## src/rtl/edo_dram_ctrl.sv

```systemverilog
module edo_dram_ctrl #(
  parameter int DW        = 72,
  parameter int AW        = 12,
  parameter int T_ASR     = 1,
  parameter int T_RAH     = 1,
  parameter int T_ASC     = 1,
  parameter int T_RCD     = 2,
  parameter int T_RCD_MAX = 3,
  parameter int T_CAS     = 2,
  parameter int T_CP      = 1,
  parameter int T_CAP     = 2,
  parameter int T_RP      = 3,
  parameter int T_RAS_MIN = 6,
  parameter int T_RAS_MAX = 20000,
  parameter int T_CSR     = 2,
  parameter int T_CHR     = 1
) (
  input  logic          clk,
  input  logic          rst_n,
  input  logic          req_valid,
  output logic          req_ready,
  input  logic          req_write,
  input  logic [AW-1:0] req_row,
  input  logic [AW-1:0] req_col,
  input  logic [DW-1:0] req_wdata,
  output logic          rd_valid,
  output logic [DW-1:0] rd_data,
  input  logic          ref_req,
  input  logic          ref_ras_only,
  input  logic [AW-1:0] ref_row,
  output logic          ref_grant,
  output logic          ras_n,
  output logic          cas_n,
  output logic          we_n,
  output logic          oe_n,
  output logic [AW-1:0] addr,
  output logic [DW-1:0] dq_out,
  output logic          dq_oe,
  input  logic [DW-1:0] dq_in
);
  localparam int SPAN      = T_ASR + T_RAH + T_RCD + T_CAS + T_CP + T_RP + T_RAS_MIN + T_CSR + T_CHR + T_ASC;
  localparam int CW        = $clog2(SPAN + 1);
  localparam int RW        = $clog2(T_RAS_MAX + 2);
  localparam int PAGE_COST = T_ASC + T_CAS + T_CP;

  typedef enum logic [3:0] {
    S_IDLE, S_ASR, S_RCD, S_CAS, S_CP, S_OPEN, S_ASC, S_PRE,
    S_CSR, S_CHR, S_RASR, S_RFR
  } st_t;

  st_t           state, nxt;
  logic [CW-1:0] cnt, dur;
  logic [RW-1:0] ras_cnt;
  logic          op_wr, rmode;
  logic [AW-1:0] row_q, col_q, rrow_q;
  logic [DW-1:0] wdata_q;
  logic          done, page_hit, may_close, close_row, accept, ras_low, wr_phase;

  assign done      = (cnt == dur - CW'(1));
  assign page_hit  = state == S_OPEN && req_valid && req_row == row_q && !ref_req &&
                     (int'(ras_cnt) + PAGE_COST + 2 <= T_RAS_MAX);
  assign may_close = int'(ras_cnt) + 1 >= T_RAS_MIN;
  assign close_row = may_close && (ref_req || req_valid || int'(ras_cnt) + 2 > T_RAS_MAX);
  assign req_ready = (state == S_IDLE && !ref_req) || page_hit;
  assign ref_grant = state == S_IDLE && ref_req;
  assign accept    = req_valid && req_ready;

  always_comb begin
    case (state)
      S_ASR, S_RASR: dur = CW'(T_ASR);
      S_RCD:         dur = CW'(T_RCD);
      S_CAS:         dur = CW'(T_CAS);
      S_CP:          dur = CW'(T_CP);
      S_ASC:         dur = CW'(T_ASC);
      S_PRE:         dur = CW'(T_RP);
      S_CSR:         dur = CW'(T_CSR);
      S_CHR:         dur = CW'(T_CHR);
      S_RFR:         dur = rmode ? CW'(T_RAS_MIN) : CW'(T_RAS_MIN - T_CHR);
      default:       dur = CW'(1);
    endcase
  end

  always_comb begin
    nxt = state;
    case (state)
      S_IDLE: if (ref_req) nxt = ref_ras_only ? S_RASR : S_CSR;
              else if (req_valid) nxt = S_ASR;
      S_ASR:  if (done) nxt = S_RCD;
      S_RCD:  if (done) nxt = S_CAS;
      S_CAS:  if (done) nxt = S_CP;
      S_CP:   if (done) nxt = S_OPEN;
      S_OPEN: if (page_hit) nxt = S_ASC;
              else if (close_row) nxt = S_PRE;
      S_ASC:  if (done) nxt = S_CAS;
      S_CSR:  if (done) nxt = S_CHR;
      S_CHR:  if (done) nxt = S_RFR;
      S_RASR: if (done) nxt = S_RFR;
      S_RFR:  if (done) nxt = S_PRE;
      S_PRE:  if (done) nxt = S_IDLE;
      default: nxt = S_IDLE;
    endcase
  end

  always_ff @(posedge clk or negedge rst_n) begin
    if (!rst_n) begin
      state    <= S_IDLE;
      cnt      <= '0;
      ras_cnt  <= '0;
      op_wr    <= 1'b0;
      rmode    <= 1'b0;
      row_q    <= '0;
      col_q    <= '0;
      rrow_q   <= '0;
      wdata_q  <= '0;
      rd_valid <= 1'b0;
      rd_data  <= '0;
    end else begin
      state   <= nxt;
      cnt     <= (nxt != state || nxt == S_OPEN || nxt == S_IDLE) ? '0 : cnt + CW'(1);
      ras_cnt <= ras_low ? ras_cnt + RW'(1) : '0;
      if (ref_grant) begin
        rmode  <= ref_ras_only;
        rrow_q <= ref_row;
      end
      if (accept) begin
        op_wr   <= req_write;
        row_q   <= req_row;
        col_q   <= req_col;
        wdata_q <= req_wdata;
      end
      rd_valid <= 1'b0;
      if (state == S_CAS && !op_wr && cnt == CW'(T_CAP - 1)) begin
        rd_valid <= 1'b1;
        rd_data  <= dq_in;
      end
    end
  end

  assign ras_low  = state inside {S_RCD, S_CAS, S_CP, S_OPEN, S_ASC, S_CHR, S_RFR};
  assign ras_n    = !ras_low;
  assign cas_n    = !(state inside {S_CAS, S_CSR, S_CHR});
  assign wr_phase = op_wr && (state inside {S_RCD, S_ASC, S_CAS});
  assign we_n     = !wr_phase;
  assign dq_oe    = wr_phase;
  assign dq_out   = wdata_q;
  assign oe_n     = !(!op_wr && state == S_CAS);

  always_comb begin
    case (state)
      S_ASR:                     addr = row_q;
      S_RCD:                     addr = (cnt < CW'(T_RAH)) ? row_q : col_q;
      S_CAS, S_CP, S_OPEN, S_ASC: addr = col_q;
      S_RASR:                    addr = rrow_q;
      S_RFR:                     addr = rmode ? rrow_q : '0;
      default:                   addr = '0;
    endcase
  end

  p_ras_window_r12: assert property (@(posedge clk) disable iff (!rst_n)
    !ras_n |-> int'(ras_cnt) < T_RAS_MAX);
  p_ras_min_r4: assert property (@(posedge clk) disable iff (!rst_n)
    $rose(ras_n) |-> int'($past(ras_cnt)) >= T_RAS_MIN - 1);
  p_we_lead_r7: assert property (@(posedge clk) disable iff (!rst_n)
    ($fell(cas_n) && !we_n) |-> $past(!we_n));
  p_write_hiz_r7: assert property (@(posedge clk) disable iff (!rst_n)
    !we_n |-> oe_n);
  p_cbr_order_r9: assert property (@(posedge clk) disable iff (!rst_n)
    ($fell(ras_n) && !cas_n) |-> (we_n && $past(!cas_n)));
  p_rd_pulse_r8: assert property (@(posedge clk) disable iff (!rst_n)
    rd_valid |=> !rd_valid);
  p_ref_first_r11: assert property (@(posedge clk) disable iff (!rst_n)
    ref_grant |-> !req_ready);
endmodule

```

## config.mk

```make
export PLATFORM = sky130hd
export DESIGN_NAME = edo_dram_ctrl
export DESIGN_NICKNAME = d
export VERILOG_FILES = /design/src/rtl/edo_dram_ctrl.sv
export SDC_FILE = /design/constraint.sdc
export NUM_CORES = 1
export LEC_CHECK = 0
export BUFFER_PORTS_ARGS = -buffer_cell sky130_fd_sc_hd__buf_2
export CAP_MARGIN = 20
export CORE_UTILIZATION = 54
export DETAILED_ROUTE_END_ITERATION = 10
export GPL_ROUTABILITY_DRIVEN = 0
export PLACE_DENSITY_LB_ADDON = 0.25
export SYNTH_ARGS = -nofsm -noshare
export SYNTH_HDL_FRONTEND = slang
export SYNTH_SLANG_ARGS = --single-unit
```

## constraint.sdc

```tcl
create_clock -name clk -period 6.8 [get_ports clk]
set_clock_uncertainty 0.15 [all_clocks]
set_input_delay 0.34 -clock clk [delete_from_list [all_inputs] [get_ports clk]]
set_output_delay 0.34 -clock clk [all_outputs]
set_load 0.02 [all_outputs]
```

==> reports/metrics.yaml <==
outcome:
  status: "finished, final reports clean"
synth:
  yosys-top-cells-area: "dfrtp_1, mux2_2, nand2_1"
  ys.flop_type: "dfrtp_1"
  synth_fp_nets: 1084
  synthCells: 890
  ys_seq_area_share_pct: 54.33
  syn-mean-instance-area_um2: 10.71
  synth.most_common_cell: "nand2_1"
  yosysUniqueCellTypes: 61
  async_reset_ff_share_pct: 100.0
  syn_area_um2: 9534
  synth_top_area_share_pct: 54.33
  yosys_warnings: 0
  synth_area_leader_cell: "dfrtp_1"
  synth-seq-cells: 207
  synth_edf_count: 0
  synthTopCellsByCount: "nand2_1, dfrtp_1, mux2_2, nor2_1, mux2_4"
clock_network:
  cts_resized: 0
  hold_buffers: 183
  clkSinkCount: 207
  clock_latency_ps: 510
  numCtsBuffers: 23
  clock_path_buffers: 3
  cts_setup_buffers: 0
  cts_tree: "yes"
  path_clk_slew_ps: 70
  htreeDepth: 1
  root_buffer: "clkbuf_16"
die:
  coreArea_um2: 17300
  top_level_ports: 350
  chipHeight_um: 134.9
  die_width_um: 134.9
  initial_core_util_pct: 55.12
  dieArea_um2: 18190
  row_count: 48
timing:
  drv_slew: 0
  setup-tns-final_ps: 0
  rsz0062_at_grt: "no"
  post-route-period-util_pct: 56.26
  hold_viol: 0
  fmax_ghz: 0.2614
  finalCriticalPeriod_ps: 3825
  slew_headroom_pct: 25.03
  setup_viol: 0
  tightest_slew_ps: 1120
  holdWs_ps: 138.7
drt:
  post_drt_via_cell_ratio: 5.450
  wl_per_cell_um: 19.86
  drt_iter0_drc: 799
  ant_nets: 0
  drt_first_pass_iters: 6
  drt_wl_total_um: 32660
  vias: 8965
  drc: 0
power_and_ir_drop:
  power_switching_mw: 2.493
  ir_drop_mv: 0.3156
  p_comb_share_pct: 40.5
  switching_share_pct: 40.40
  p_leak_nw: 7.293
  p_per_area_nw_per_um2: 439.0
  seq_power_share_pct: 37.1
  pwr-share-clk_pct: 22.4
  p_int_mw: 3.677
worst_setup_path:
  path_cells: "inv_1 > ha_1 > and4b_1 > nand4b_1 > nand3_1 > a221o_1 > and4_4 > o21ai_4 > buf_12 > mux2_2"
  r2r-end: "dq_out[35]"
  cp_num_cells: 10
  worstSetupEndpoint: "dq_out[35]"
  worstPathArrival_ps: 4070
  crit_path_start_kind: "register"
  cpLargestDelayFamily: "compound AO/OA/AOI/OAI gates"
  cp-end-kind: "register"
  crit_type: "reg -> reg"
  r2r_slack_ps: 2970
  cp.required_ps: 7050
  ff2ff_path_depth: 10
  timing.rr.start: "ras_cnt[1]"
  critPathMaxFanout: 86
  setup.worst_path.start: "ras_cnt[1]"
  cp.buffers_inverters: 2
  cpPeakStageDelay_ps: 540
  critical_path.slowest_cell: "dfrtp_1"
hold_path:
  holdCritStartpoint: "ref_req"
  hold_path.class: "in -> reg"
global_route:
  grt_max_degree: 87
  grt_pass1_wl_um: 49670
  track_usage_pct: 35.44
  grt_pass1_vias: 9509
  antenna_found_initial: 5
  overflow: 0
placed_design:
  port-buffer-count: 349
  hpwl_um: 18910
layout:
  fillers: 952
  area_growth_pct: 47.40
  drive_above_1_share_pct: 36.99
  layout.nets: 1591
flow_run:
  drv_cap: 0
how the worst min path moves through the flow:
stage	cells past startpoint	slack [ps]	to
floorplan	0	-110	cnt[0]
global placement	1	210	ras_cnt[0]
finish	5	140	state[3]
global route	5	210	state[3]
CTS	5	110	state[3]
detailed placement	1	210	ras_cnt[2]
power groups by stage:
stage	sequential, mW	clock [mW]	combinational (mW)
after floorplan	2.67	0	0.999
after global placement	2.20	0	2.27
after detailed placement	2.22	0	2.33
after CTS	2.22	1.38	2.42
after global routing	2.34	1.44	2.66
final	2.29	1.38	2.50
sequential cells by signal (all words and copies together), names as in the netlist, 4 cells and up:
name,count
cnt,5
col_q,12
dq_out,72
ras_cnt,15
rd_data,72
row_q,12
rrow_q,12
state,4
layer usage:
metal	part of all wire (%)	routed length [µm]	track usage, %
met1	37	11950	40.46
met4	4.9	1615	18.73
met5	0	0	0
met3	7.1	2334	7.920
met2	51	16760	62.06
stage by stage:
| stage | total power, mW | utilization (%) | instances | area, µm² | worst slack (ps) |
|---|---|---|---|---|---|
| after floorplan | 3.673 | - | 890 | 9534 | 3877 |
| after global placement | 4.469 | 65.69 | 1413 | 11360 | 3143 |
| after detailed placement | 4.551 | 65.69 | 1413 | 11360 | 3047 |
| after CTS | 6.022 | 81.12 | 1638 | 14030 | 3034 |
| after global routing | 6.445 | 81.24 | 1644 | 14050 | 2757 |
| final | 6.170 | 81.25 | 1645 | 14050 | 2975 |
worst min-delay path, cell delays in order:
cell	delay (ps)
buf_2	120
a21oi_1	70
nor2_1	80
a21oi_1	50
nor2_1	90
cells in the final DEF (no fill, tap or decap), types with 6 or more instances in the layout:
master | synthesis | layout
clkbuf_16 | 0 | 23
o21ai_0 | 9 | 9
a222oi_1 | 12 | 12
and3_1 | 8 | 8
nand4_1 | 12 | 12
buf_4 | 0 | 6
mux2_2 | 80 | 80
buf_2 | 16 | 348
dlygate4sd3_1 | 0 | 183
nor3_1 | 15 | 15
mux2_4 | 30 | 30
or2_2 | 8 | 8
nor4_1 | 8 | 8
inv_1 | 27 | 27
nand2_1 | 233 | 233
nand3_1 | 17 | 16
xnor2_1 | 18 | 18
nor2b_1 | 7 | 7
nor2_1 | 35 | 35
ha_1 | 8 | 8
a21oi_1 | 15 | 15
dfrtp_1 | 207 | 207
diode_2 | 0 | 6
xor2_1 | 18 | 18
final cells by class:
type                    instances  area [µm²]  share of cell area, %
repair buffers                539        3652                  25.99
diodes                          6       15.01                 0.1068
clock buffers                  29       638.1                  4.541
flip-flops and latches        207        5180                  36.86
clock inverters                13       198.9                  1.416
well taps                     225       281.5                  2.003
inverters                      28       105.1                 0.7479
multi-input cells             598        3983                  28.34
cells by family after synthesis:
family / share of synthesized area [%]
flip-flops: 54.33
adder cells (fa/ha/maj): 1.050
buffers and inverters: 3.950
multiplexers: 14.38
AND/OR/NAND/NOR: 17.27
AO/OA/AOI/OAI: 5.709
XOR/XNOR: 3.307
(Power assumes the default switching activity.)
